### src/rtl/slice_pkg.sv
package slice_pkg;
    localparam int MODE_W = 2;

    typedef enum logic [MODE_W-1:0] {
        MODE_SPLIT = 2'd0,
        MODE_LUT5  = 2'd1,
        MODE_ROM   = 2'd2,
        MODE_RAM   = 2'd3
    } slice_mode_e;
endpackage

### src/rtl/slice_lut_read.sv
module slice_lut_read #(
    parameter int LUT_K = 4,
    localparam int DEPTH = 1 << LUT_K
) (
    input  logic [DEPTH-1:0] table_bits,
    input  logic [LUT_K-1:0] addr,
    output logic             bit_out
);
    assign bit_out = table_bits[addr];
endmodule

### src/rtl/slice_cfg_store.sv
module slice_cfg_store
    import slice_pkg::*;
#(
    parameter int LUT_K  = 4,
    parameter bit RAM_EN = 1'b1,
    localparam int DEPTH = 1 << LUT_K
) (
    input  logic             clk,
    input  logic             rst_n,
    input  logic             cfg_en,
    input  logic             cfg_din,
    input  logic             we,
    input  logic [LUT_K-1:0] waddr,
    input  logic [1:0]       wdata,
    output logic [DEPTH-1:0] tab_a,
    output logic [DEPTH-1:0] tab_b,
    output slice_mode_e      mode
);
    localparam int CHAIN_W = 2 * DEPTH + MODE_W;

    typedef struct packed {
        logic [MODE_W-1:0] mode;
        logic [DEPTH-1:0]  tab_b;
        logic [DEPTH-1:0]  tab_a;
    } store_t;

    store_t st_d, st_q;
    logic   wr_ok;

    assign wr_ok = RAM_EN && !cfg_en && we && (st_q.mode == MODE_RAM);

    always_comb begin
        st_d = st_q;
        if (cfg_en) begin
            st_d = {cfg_din, st_q[CHAIN_W-1:1]};
        end else if (wr_ok) begin
            st_d.tab_a[waddr] = wdata[0];
            st_d.tab_b[waddr] = wdata[1];
        end
    end

    always_ff @(posedge clk or negedge rst_n) begin
        if (!rst_n) st_q <= '0;
        else        st_q <= st_d;
    end

    assign tab_a = st_q.tab_a;
    assign tab_b = st_q.tab_b;
    assign mode  = slice_mode_e'(st_q.mode);

    // Mode changes only through the shift port
    assert_mode_hold_R2: assert property (@(posedge clk) disable iff (!rst_n)
        !cfg_en |=> $stable(mode));

    // Logic modes never touch the tables
    assert_logic_nowrite_R8: assert property (@(posedge clk) disable iff (!rst_n)
        (!cfg_en && (mode == MODE_SPLIT || mode == MODE_LUT5)) |=> ($stable(tab_a) && $stable(tab_b)));

    // Read-only mode never touches the tables
    assert_rom_nowrite_R6: assert property (@(posedge clk) disable iff (!rst_n)
        (!cfg_en && mode == MODE_ROM) |=> ($stable(tab_a) && $stable(tab_b)));

    generate
        if (!RAM_EN) begin : g_no_ram
            // A slice without RAM changes its tables only while configuring
            assert_no_ram_R9: assert property (@(posedge clk) disable iff (!rst_n)
                !cfg_en |=> ($stable(tab_a) && $stable(tab_b)));
        end
    endgenerate
endmodule

### src/rtl/config_slice.sv
module config_slice
    import slice_pkg::*;
#(
    parameter int LUT_K  = 4,
    parameter bit RAM_EN = 1'b1
) (
    input  logic             clk,
    input  logic             rst_n,
    input  logic             cfg_en,
    input  logic             cfg_din,
    input  logic             we,
    input  logic [1:0]       wdata,
    input  logic [LUT_K-1:0] addr_a,
    input  logic [LUT_K-1:0] addr_b,
    input  logic             sel5,
    output logic [1:0]       dout
);
    localparam int DEPTH    = 1 << LUT_K;
    localparam int RD_PORTS = 3;

    logic [DEPTH-1:0]    tab_a, tab_b;
    slice_mode_e         mode;
    logic [DEPTH-1:0]    rd_tab  [RD_PORTS];
    logic [LUT_K-1:0]    rd_addr [RD_PORTS];
    logic [RD_PORTS-1:0] rd_bit;
    logic [1:0]          out_d;

    slice_cfg_store #(.LUT_K(LUT_K), .RAM_EN(RAM_EN)) u_store (
        .clk    (clk),
        .rst_n  (rst_n),
        .cfg_en (cfg_en),
        .cfg_din(cfg_din),
        .we     (we),
        .waddr  (addr_a),
        .wdata  (wdata),
        .tab_a  (tab_a),
        .tab_b  (tab_b),
        .mode   (mode)
    );

    // Read ports: 0 = A at addr_a, 1 = B at addr_a, 2 = B at addr_b
    assign rd_tab[0]  = tab_a;
    assign rd_addr[0] = addr_a;
    assign rd_tab[1]  = tab_b;
    assign rd_addr[1] = addr_a;
    assign rd_tab[2]  = tab_b;
    assign rd_addr[2] = addr_b;

    generate
        for (genvar p = 0; p < RD_PORTS; p++) begin : g_rd
            slice_lut_read #(.LUT_K(LUT_K)) u_rd (
                .table_bits(rd_tab[p]),
                .addr      (rd_addr[p]),
                .bit_out   (rd_bit[p])
            );
        end
    endgenerate

    always_comb begin
        out_d = 2'b00;
        if (!cfg_en) begin
            unique case (mode)
                MODE_SPLIT, MODE_ROM: out_d = {rd_bit[2], rd_bit[0]};
                MODE_LUT5:            out_d = {1'b0, sel5 ? rd_bit[1] : rd_bit[0]};
                MODE_RAM:             out_d = RAM_EN ? {rd_bit[1], rd_bit[0]}
                                                     : {rd_bit[2], rd_bit[0]};
                default:              out_d = 2'b00;
            endcase
        end
    end

    assign dout = out_d;

    // Outputs stay quiet while configuring
    assert_cfg_quiet_R2: assert property (@(posedge clk) disable iff (!rst_n)
        cfg_en |-> (dout == 2'b00));

    // Upper output is unused in 5-input mode
    assert_lut5_upper_R5: assert property (@(posedge clk) disable iff (!rst_n)
        (!cfg_en && mode == MODE_LUT5) |-> (dout[1] == 1'b0));

    generate
        if (RAM_EN) begin : g_ram_chk
            // A write is visible on the next cycle at the same address
            assert_ram_readback_R7: assert property (@(posedge clk) disable iff (!rst_n)
                (!cfg_en && we && mode == MODE_RAM) |=>
                    (!($stable(addr_a) && !cfg_en && mode == MODE_RAM) || dout == $past(wdata)));
        end
    endgenerate
endmodule

### config.mk
export PLATFORM = sky130hd
export DESIGN_NAME = config_slice
export DESIGN_NICKNAME = d
export VERILOG_FILES = /design/src/rtl/slice_pkg.sv /design/src/rtl/slice_lut_read.sv /design/src/rtl/slice_cfg_store.sv /design/src/rtl/config_slice.sv
export SDC_FILE = /design/constraint.sdc
export NUM_CORES = 1
export LEC_CHECK = 0
export ABC_AREA = 1
export ABC_CLOCK_PERIOD_IN_PS = 1500
export CORE_MARGIN = 3
export CORE_UTILIZATION = 39
export CTS_BUF_LIST = sky130_fd_sc_hd__clkbuf_8
export DETAILED_ROUTE_END_ITERATION = 16
export SYNTH_ARGS = -nofsm -noshare
export SYNTH_HDL_FRONTEND = slang
export SYNTH_SLANG_ARGS = --single-unit
### constraint.sdc
create_clock -name clk -period 1.5 [get_ports clk]
set_input_delay 0.3 -clock clk [delete_from_list [all_inputs] [get_ports clk]]
set_output_delay 0.3 -clock clk [all_outputs]
set_load 0.005 [all_outputs]
* After elaboration in Yosys (flattened, before gate mapping)
Index checks and enable logic that the tools add are counted.
** Storage, ports and cells
- Register bits :: 34
- Bits in latches :: 0
- Memory bits (writable) :: 0
- ROM bits :: 0
- Bits of input ports :: 16
- Output and inout bits :: 2
- Word-level logic and storage cells :: 31
- Memories kept :: 0
** Cells by class
- Add/subtract/negate cells :: 0
- $mul :: 0
- Div/mod/pow operators :: 0
- Magnitude comparators :: 3
- Equality and inequality tests :: 3
- Shift-type cells :: 0
- Muxes and demuxes :: 15
- Bitwise operators :: 0
- Reductions and logical operators :: 7
** Operators by type and width (count)
- $mux 32 :: 2
- $bwmux 16 :: 2
- $bmux 1 s4 :: 3
- $lt 4x5->1 const B :: 2
- $pmux 2 s3 :: 1
- $mux 1 :: 5
- $demux 1 s4 :: 1
- $eq 2x2->1 const B :: 2
- $ge 4x1->1 const B :: 1
- $logic_and 1x1->1 :: 3
- $eq 2x1->1 const B :: 1
- $logic_not 2->1 :: 1
- $mux 2 :: 1
- $reduce_bool 2->1 :: 1
- $reduce_or 2->1 :: 1
- $logic_not 1->1 :: 1

* Depth between registers and ports, before layout
Gate-level depths: netlist of run 1.
- Depth in word-level cells :: 7
- Mapped depth :: 10
- Gate-level depth less buffers :: 9

* Cells and area by module
Synthesis of run 1 repeated with hierarchy kept, for this count alone.
** Second synthesis, totals
- Cell total of the unflattened synthesis :: 475
- Area, all modules :: 2776.4 sq um
** By module, submodules not included
- slice_cfg_store :: instances 1, cells each 314, area each 2034.5 sq um, seq. area each 850.8 sq um
- slice_lut_read :: instances 3, cells each 50, area each 230.2 sq um, seq. area each 0.0 sq um
- config_slice :: instances 1, cells each 11, area each 51.3 sq um, seq. area each 0.0 sq um

* Least setup slack after synthesis of run 1
No wires, ideal clock.
- Path kind :: in2out
- Start point :: input port addr_a[1]
- End point :: output port dout[1]
- Arrival :: 1.007 ns
- Data required time :: 1.200 ns
- Slack :: 0.193 ns
- Cell stages on the path :: 9
- Buffers on the path :: 1
- Cells stage by stage :: buf_2 nand2_1 nor2_1 nor2_1 nand2_1 nand2_1 nand2_1 o21ai_0 nand2_1
** Between the ends
- Cells in the longest elaborated chain, start to end :: 4
** RTL lines
- start, declared :: line config_slice.sv:13 : input logic [LUT_K-1:0] addr_a,
- $bmux 1 s4 :: line slice_lut_read.sv:9 : assign bit_out = table_bits[addr];
- $mux 1 (not written as such) :: line slice_lut_read.sv:9
- $pmux 2 s3 :: line config_slice.sv:62 : unique case (mode)
- $mux 2 :: line config_slice.sv:61 : if (!cfg_en) begin
- end, declared :: line config_slice.sv:16 : output logic [1:0] dout
Every way passes these cells. The select of a mux whose other input is x is not followed.

* Worst setup path in the final report of run 1
- Start point :: input port addr_a[1]
- End point :: output port dout[0]
** Between the ends
- Cells in the longest elaborated chain, start to end :: 5
- Elaborated cells on any way between the ends :: 7
- Classes of those cells :: mux: 7
** RTL lines
- $bmux 1 s4 :: line slice_lut_read.sv:9
- $mux 1 (not written as such) :: line slice_lut_read.sv:9
- $mux 1 :: line config_slice.sv:64 : MODE_LUT5: out_d = {1'b0, sel5 ? rd_bit[1] : rd_bit[0]};
- $pmux 2 s3 * :: line config_slice.sv:62
- $mux 2 * :: line config_slice.sv:61
Every way passes the cells marked *; elsewhere a longest branch is shown, timed or not. The select of a mux whose other input is x is not followed.

==> reports/results.ini, run 1 <==
[floorplanning]
pin_count = 18
initial_core_util_pct = 41.01
rows = 26
die_w_um = 79.98
die-area_um2 = 6397
core_region_area_um2 = 5205
die_y_um = 79.98

[power]
p_total_w = 0.003043
leakage_nw = 1.600
power.internal_w = 0.002110
p_per_area_nw_per_um2 = 925.0
p_sw_w = 0.0009328
swShare_pct = 30.66
seq_power_share_pct = 38.4
p_comb_share_pct = 35.2
power_frac_clock_pct = 26.3
peakVddDrop_v = 0.0005877

[synthesis]
synth_edf_count = 0
yosysTopAreaCell = dfrtp_1
synthAdderAreaFrac_pct = 0
ys_top_cells_by_area = dfrtp_1 (40%), nand2_1 (19%), nand3_1 (8.7%), o221ai_1 (7.8%), inv_1 (5.3%)
synth.avg_cell_area_um2 = 7.092
ys_warn_count = 0
netlist.area_leader.share_pct = 39.86
synth_area_um2 = 2135
synth_ff_type = dfrtp_1
syn_inst = 301
ys_types = 19
yosysSeqAreaShare_pct = 39.86
synth_compound_area_share_pct = 17.88
yosys.area_share.simple_pct = 32.53
ys_seq_elements = 34
synth.area.mux_share_pct = 0
synth-xor-area-share_pct = 0
async_reset_ff_share_pct = 100.0
synth_top_family_by_area = simple AND/OR/NAND/NOR gates
syn_nets = 317

[critical_path]
path_cells = clkdlybuf4s15_2 > nand2_1 > buf_4 > nor2_1 > nor2_1 > nand2_1 > nand2_1 > nand2_1 > o21bai_1 > nor2_1 > buf_2
r2r_cells = 7
path_max_fanout = 6
crit_path_start_kind = primary input
cp.arrival_ps = 1420
crit_path_frequent_cell = nand2_1
path_class = primary input to primary output
max_stage_delay_ps = 270
critPathCaptureType = primary output
crit_cells = 11
slowest_stage = clkdlybuf4s15_2
crit_buf_inv = 3
crit_required_ps = 1200
crit_family = buffers and inverters

[layout]
drive_gt1_share_pct = 31.57
finalNonFillerCells = 466
antenna_cells = 0
nNetsFinal = 411
area_growth_pct = 54.10

[route]
viasPerCell = 5.200
drt-pass1-iter-count = 4
drc_errors = 0
via_count = 2423
ant_nets = 0
detail_route.wl_per_cell_um = 15.43
routed_wl_mm = 7.192
drtIter0Drc = 155

[place]
dp.cells = 440
portBuffers = 17
gp_congestion = 0.9115
post-dp-hpwl_mm = 5.012

[job]
drv_cap = 0

[sta]
fmax_mhz = 580.8
hold_viol = 0
postLayoutSetupSlackWorst_ps = -221.8
slew_viol_final = 0
fin_skew_ps = 6.810
period_minus_slack_ps = 1722
maxSlewHeadroom_pct = 74.30
rsz0062_at_grt = true
tightest_slew_ps = 385.5
setup_viol = 2
finalCritPeriodShare_pct = 114.8

[clock_tree]
clkSinkCount = 34
cts_buffers = 5
cts_buffer_depth = 2
clkLatencyLatePin_ps = 290
cts-root-buf = clkbuf_8
cts_tree = yes
cts.htree.levels = 2
path_clk_slew_ps = 70

[global_routing]
antenna_found_initial = 0
grt_usage_pct = 22.35
grt_pass1_wl_mm = 11.00
grt_max_degree = 26
grt_overflow = 0
grt_pass1_vias = 2266

[run_status]
violations = negative setup slack
status = finished with violations

[worst_hold_path]
hold_class = primary input to async pin

==> cells in the mapped netlist (all sizes together) (7+ instances only) <==
| master | count |
|---|---|
| inv | 31 |
| dfrtp | 34 |
| o221ai | 19 |
| nand3 | 37 |
| a21oi | 7 |
| nor2 | 13 |
| nand2 | 106 |
| o211ai | 15 |
| o21ai | 12 |
| buf | 15 |
| nand4 | 8 |
==> sequential cells by signal, indices dropped and copies added, names as in the netlist <==
register / cells
u_store.mode: 2
u_store.tab_a: 16
u_store.tab_b: 16
==> cell type report <==
class                           count  area (um^2)
Timing Repair Buffer              103        954.7
Inverter                           31        122.6
Clock buffer                        8        110.1
Sequential cell                    34        850.8
Fill cell                         494         1916
Multi-Input combinational cell    220         1164
Tap cell                           70        87.58
==> metal layers <==
metal	part of all wire [%]	routed length [um]	GRT usage (%)	up-vias
met5	0	0	0	-
met1	44	3163	30.22	1130
met2	49	3511	35.60	63
li1	-	-	-	1218
met4	1.8	133	7.770	0
met3	5.3	384	4.176	12
==> final timing paths <==
| check | from | end | slack [ps] |
|---|---|---|---|
| hold reg to reg | u_store.tab_a[3]$_DFFE_PN0P_ | u_store.tab_a[2]$_DFFE_PN0P_ | 510 |
| hold / removal | rst_n | u_store.tab_a[12]$_DFFE_PN0P_ | 460 |
| max in group asynchronous | rst_n | u_store.tab_a[4]$_DFFE_PN0P_ | 600 |
| setup / recovery | addr_a[1] | dout[0] | -220 |
| setup reg to reg | u_store.mode[0]$_DFFE_PN0P_ | u_store.tab_b[13]$_DFFE_PN0P_ | 80 |
| min in group clk | cfg_en | u_store.mode[0]$_DFFE_PN0P_ | 470 |
==> metrics by stage <==
step / hold WS (ps) / utilization [%] / setup TNS, ps / instance area [um^2] / setup slack, ps
3_5_place_dp: 242.3 / 55.12 / -14840 / 2869 / -1012
2_1_floorplan: 4.409 / - / 0 / 2135 / 193.2
5_1_grt: 477.9 / 63.20 / -671.1 / 3289 / -330.4
4_1_cts: 470.3 / 58.32 / -494.6 / 3035 / -264.1
3_3_place_gp: 239.2 / 55.12 / -14350 / 2869 / -1007
6_report: 460.5 / 63.20 / -441.2 / 3289 / -221.8
==> timing repair <==
action	CTS	global route
gates cloned	1	3
pin swaps	6	15
buffers inserted	3	10
hold buffers	1	0
setup endpoints to repair	22	34
endpoints found under the hold margin	14	0
gates resized for setup	44	28
==> cells in the final DEF (no fill, tap or decap), types with 7 or more instances in the layout <==
master and count:
o211ai_1 15, o221ai_1 16, nand3_1 35, o21ai_1 8, nor2_1 13, nand2_1 99, clkdlybuf4s50_1 7, clkbuf_8 8
inv_1 22, inv_2 7, buf_4 66, nand4_1 8, dfrtp_1 34, buf_6 8
==> cell families after synthesis <==
kind of cell / after synthesis
AOI/OAI and AO/OA: 54
buffers and inverters: 47
DFF: 34
and+or+nand+nor: 166
==> power by group through the flow <==
stage | Combinational (W) | Sequential, W | Clock (W)
after floorplan | 0.000418 | 0.00117 | 0
after global placement | 0.000918 | 0.00118 | 0
after detailed placement | 0.000928 | 0.00118 | 0
after CTS | 0.000964 | 0.00117 | 0.000817
after global routing | 0.00118 | 0.00119 | 0.000872
final | 0.00107 | 0.00117 | 0.000802
(Power assumes the default switching activity.)
==> inputs of run 2 (changes only) <==
--- a/config.mk
+++ b/config.mk
@@ -11,6 +11,7 @@
 export CORE_UTILIZATION = 39
 export CTS_BUF_LIST = sky130_fd_sc_hd__clkbuf_8
 export DETAILED_ROUTE_END_ITERATION = 16
+export REMOVE_ABC_BUFFERS = 1
 export SYNTH_ARGS = -nofsm -noshare
 export SYNTH_HDL_FRONTEND = slang
 export SYNTH_SLANG_ARGS = --single-unit
==> run 2 against run 1 <==
Effect of this change:
- the flow still finishes with violations (negative setup slack)
- sequential share of layout area grew 1.1 points
- total power shrank 1.9%
- combinational power is essentially flat
- clock-buffer cell count shrank 2
- largest power group unchanged
==> reports/results.ini, run 2 (synthesis results as in run 1) <==
[floorplanning]
die_w_um = 79.98
die_y_um = 79.98
core_region_area_um2 = 5205
initial_core_util_pct = 41.01
rows = 26
pin_count = 18
die-area_um2 = 6397

[layout]
final_cell_mix = nand2_1 (103), buf_4 (76), nand3_1 (36), dfrtp_1 (33), inv_1 (19)
fill_cells = 491
final-seq-area_um2 = 852.1
stdcell_area_um2 = 3156
area_growth_pct = 47.83
drive_gt1_share_pct = 31.39
antenna_cells = 0
multi_input_area_um2 = 1141
nNetsFinal = 410
layout_commonest_cell = nand2_1

[sta]
maxSlewHeadroom_pct = 82.56
rsz0062_at_grt = true
finalCritPeriodShare_pct = 118.1
postLayoutSetupSlackWorst_ps = -271.6
fmax_mhz = 564.5
slew_viol_final = 0
fin_tns_setup_ps = -540.7
fin_skew_ps = 5.595
setup_viol = 2
hold_viol = 0
period_minus_slack_ps = 1772
tightest_slew_ps = 260.8

[critical_path]
rr_startpoint = u_store.tab_b[3]$_DFFE_PN0P_
critPathCaptureType = primary output
r2r_cells = 9
crit_path_frequent_cell = nand3_1
max_stage_delay_ps = 410
reg2reg_to = u_store.tab_b[3]$_DFFE_PN0P_
cp.arrival_ps = 1470
crit_path_start_kind = flip-flop
path_max_fanout = 3
slowest_stage = dfrtp_1
path_cells = buf_4 > a21oi_2 > o21ai_1 > nand3_1 > nand3_1 > nand3_1 > nand2_1 > buf_2
path_class = flip-flop to primary output
regToRegSetupSlack_ps = 40
crit_required_ps = 1200

[global_routing]
antenna_found_initial = 0
grt_max_degree = 40
grt_usage_pct = 23.94
use_met1_pct = 33.71
grt.busiest_layer = met2
grtUsageMet2_pct = 37.58
grt_overflow = 0
grt_pass1_wl_mm = 11.74
grt_pass1_vias = 2334
use_met3_pct = 3.837

[route]
drtIter0Drc = 141
viasPerCell = 5.351
drt-pass1-iter-count = 4
ant_nets = 0
drc_errors = 0
via_count = 2488
detail_route.wl_per_cell_um = 15.20
routed_wl_mm = 7.066

[clock_tree]
path_clk_slew_ps = 70
cts_tree = yes
cts.htree.levels = 2
cts-root-buf = clkbuf_8
clkSinkCount = 34
cts_hold_buf = 0
clkLatencyLatePin_ps = 300
cts_buffer_depth = 2
cts_buffers = 5

[power]
peakVddDrop_v = 0.0004826
leakage_nw = 1.535
p_per_area_nw_per_um2 = 945.5

[place]
place_area_um2 = 2867
post-dp-hpwl_mm = 4.796
portBuffers = 17
gp_congestion = 0.8812

[worst_hold_path]
hold_class = primary input to async pin

[job]
drv_cap = 0

[run_status]
violations = negative setup slack
status = finished with violations

run 2: stage by stage:
stage                     power (W)  setup WS (ps)  utilization [%]  instances  hold WS [ps]
after floorplan            0.001554         -192.6                -        285         4.409
after global placement     0.002090         -989.4            55.07        439         485.7
after detailed placement   0.002103          -1041            55.07        439         487.3
after CTS                  0.002952         -264.7            59.86        466         376.0
after global routing       0.003160         -340.2            60.62        465         390.5
final                      0.002984         -271.6            60.62        465         368.8
run 2: critical path: cells and delay by family, from the launching register on:
kind / cells / cell delay [ps]
buf+inv: 2 / 280
simple gates: 4 / 280
compound gates: 2 / 200
flops: 1 / 410
run 2: worst max path at each step:
stage | start | endpoint | slack (ps)
finish | u_store.tab_b[12]$_DFFE_PN0P_ | dout[1] | -270
global route | u_store.tab_a[9]$_DFFE_PN0P_ | dout[0] | -340
CTS | u_store.tab_b[14]$_DFFE_PN0P_ | dout[0] | -260
detailed placement | addr_a[0] | dout[0] | -1040
global placement | addr_a[0] | dout[0] | -990
floorplan | cfg_en | u_store.tab_b[0]$_DFFE_PN0P_ | -190
run 2: routing by layer:
layer  up-vias  share of wire [%]
met1      1180                 46
li1       1219                  -
met4         0                2.0
met5         -                  0
met2        76                 47
met3        13                5.5
run 2: cell type report:
class / count / area share (%)
Inverter: 31 / 3.688
Clock buffer: 6 / 2.617
Sequential cell: 34 / 27.00
Timing Repair Buffer: 102 / 27.48
Multi-Input combinational cell: 220 / 36.16
Tap cell: 70 / 2.776
Clock inverter: 2 / 0.2776
run 2: timing repair:
item,CTS,global route
gates cloned,0,0
endpoints found under the setup margin,19,28
hold endpoints to repair,0,0
gates resized for setup,40,20
pin swaps,8,13
setup buffers,27,2
run 2: power by group:
part / internal, W / switching (W)
clock network: 0.000364 / 0.000351
logic: 0.000584 / 0.000501
registers: 0.00107 / 0.000112
total: 0.00202 / 0.000963
==> inputs of run 3 (changes only) <==
--- a/config.mk
+++ b/config.mk
@@ -11,6 +11,7 @@
 export CORE_UTILIZATION = 39
 export CTS_BUF_LIST = sky130_fd_sc_hd__clkbuf_8
 export DETAILED_ROUTE_END_ITERATION = 16
+export RECOVER_POWER = 100
 export REMOVE_ABC_BUFFERS = 1
 export SYNTH_ARGS = -nofsm -noshare
 export SYNTH_HDL_FRONTEND = slang
==> constraint.sdc (replaced) <==
create_clock -name clk -period 1.5 [get_ports clk]
set_input_delay 0.45 -clock clk [delete_from_list [all_inputs] [get_ports clk]]
set_output_delay 0.45 -clock clk [all_outputs]
set_load 0.005 [all_outputs]
==> run 3 against run 2 <==
Effect of this change:
- the flow still finishes with violations (negative setup slack)
- combinational power is essentially flat
- setup slack lost 180 ps
- via count grew 2.0%
- global-route usage grew 2.1 points
- first-iteration DRC count grew 35%
- final area grew 2.9%
- clock skew grew 2.9 ps
- largest cell class unchanged
- highest routed layer unchanged
==> reports/results.ini, run 3 (synthesis results as in run 1) <==
[critical_path]
r2r_cells = 7
path_class = flip-flop to primary output
path_max_fanout = 3
cp.arrival_ps = 1500
crit_required_ps = 1050
critPathCaptureType = primary output
crit_path_start_kind = flip-flop

[sta]
fin_tns_setup_ps = -1161
maxSlewHeadroom_pct = 41.40
slew_viol_final = 0
tightest_slew_ps = 879.0
hold_viol = 0
postLayoutSetupSlackWorst_ps = -454.4
fin_skew_ps = 8.457
finalCritPeriodShare_pct = 130.3
period_minus_slack_ps = 1954
setup_viol = 19
rsz0062_at_grt = true
fmax_mhz = 511.7

[floorplanning]
die_y_um = 79.98
initial_core_util_pct = 41.01
die-area_um2 = 6397
core_region_area_um2 = 5205
pin_count = 18
rows = 26
die_w_um = 79.98

[clock_tree]
cts.htree.levels = 2
cts_hold_buf = 0
cts_buffer_depth = 2
clkSinkCount = 34
clkLatencyLatePin_ps = 290
cts_tree = yes
cts_buffers = 5
path_clk_slew_ps = 70
cts-root-buf = clkbuf_8

[job]
drv_cap = 0

[layout]
nNetsFinal = 400
multi_input_area_um2 = 1174
fill_cells = 493
drive_gt1_share_pct = 28.83
final_cell_mix = nand2_1 (101), buf_4 (55), nand3_1 (35), dfrtp_1 (33), inv_1 (22)
antenna_cells = 0
final_util_pct = 62.38
area_growth_pct = 52.11
layout_commonest_cell = nand2_1
final-seq-area_um2 = 852.1

[run_status]
violations = negative setup slack
status = finished with violations

[place]
post-dp-hpwl_mm = 4.817
portBuffers = 17
gp_congestion = 0.8674

[global_routing]
grt_max_degree = 35
grt_pass1_vias = 2490
grt_overflow = 0
grt_usage_pct = 26.06
antenna_found_initial = 0
grt_pass1_wl_mm = 12.72

[route]
drt-pass1-iter-count = 5
viasPerCell = 5.578
ant_nets = 0
drc_errors = 0
routed_wl_mm = 7.581
detail_route.wl_per_cell_um = 16.66
via_count = 2538
drtIter0Drc = 191

[power]
leakage_nw = 1.560
p_per_area_nw_per_um2 = 951.7
peakVddDrop_v = 0.0005234

[worst_hold_path]
hold_class = flip-flop to flip-flop
hold_depth = 2

-- run 3: worst max-delay path, cell delays in order, from the launching register on --
cell	delay, ps
dfrtp_1	410
buf_6	130
a21oi_4	110
o21ai_2	70
nand3_1	110
nand3_1	100
nand3_1	90
nand2_1	70
buf_2	130
-- run 3: path summary, 6_finish.rpt --
| check | to | start | slack (ps) |
|---|---|---|---|
| worst max-delay path | dout[1] | u_store.tab_b[12]$_DFFE_PN0P_ | -450 |
| worst max register to register | u_store.tab_b[14]$_DFFE_PN0P_ | u_store.mode[0]$_DFFE_PN0P_ | 120 |
| max in group asynchronous | u_store.mode[0]$_DFFE_PN0P_ | rst_n | 160 |
| worst min register to register | u_store.tab_a[2]$_DFFE_PN0P_ | u_store.tab_a[3]$_DFFE_PN0P_ | 500 |
| worst min-delay path | u_store.tab_a[2]$_DFFE_PN0P_ | u_store.tab_a[3]$_DFFE_PN0P_ | 500 |
| min in group asynchronous | u_store.tab_b[7]$_DFFE_PN0P_ | rst_n | 730 |
-- run 3: layout make-up --
type	count	area share [%]
Multi-Input combinational cell	220	36.15
Timing Repair Buffer	92	27.32
Clock buffer	5	2.119
Tap cell	70	2.697
Sequential cell	34	26.24
Clock inverter	3	1.233
Inverter	31	4.239
-- run 3: metal layers --
metal	share of wire (%)	wire length [um]	track usage (%)
met1	43	3275	35.50
met2	48	3603	41.64
met3	7.5	569	4.740
met4	1.7	131	8.446
met5	0	0	0
-- run 3: timing repair --
item,in CTS,in global routing
setup endpoints to repair,34,27
pin swaps,13,8
gates resized for setup,77,17
buffers inserted,4,3
cloned,4,0
-- run 3: power breakdown --
group	internal (W)	switching, W	total, W	leakage [nW]
sequential	0.00107	0.000119	0.00119	0.445
combinational	0.000553	0.000499	0.00105	1.06
clock	0.000489	0.000358	0.000847	0.0579
-- run 3: through the flow --
step                      hold WS (ps)  cells  instance area (um^2)  power, W  worst slack (ps)
after floorplan                  154.4    285                  2043  0.001554            -342.6
after global placement           492.2    436                  2844  0.002084             -1308
after CTS                        510.7    452                  3202  0.003047            -417.4
after global routing             538.7    455                  3247  0.003255            -494.1
final                            499.1    455                  3247  0.003090            -454.4
after detailed placement         491.7    436                  2844  0.002091             -1329
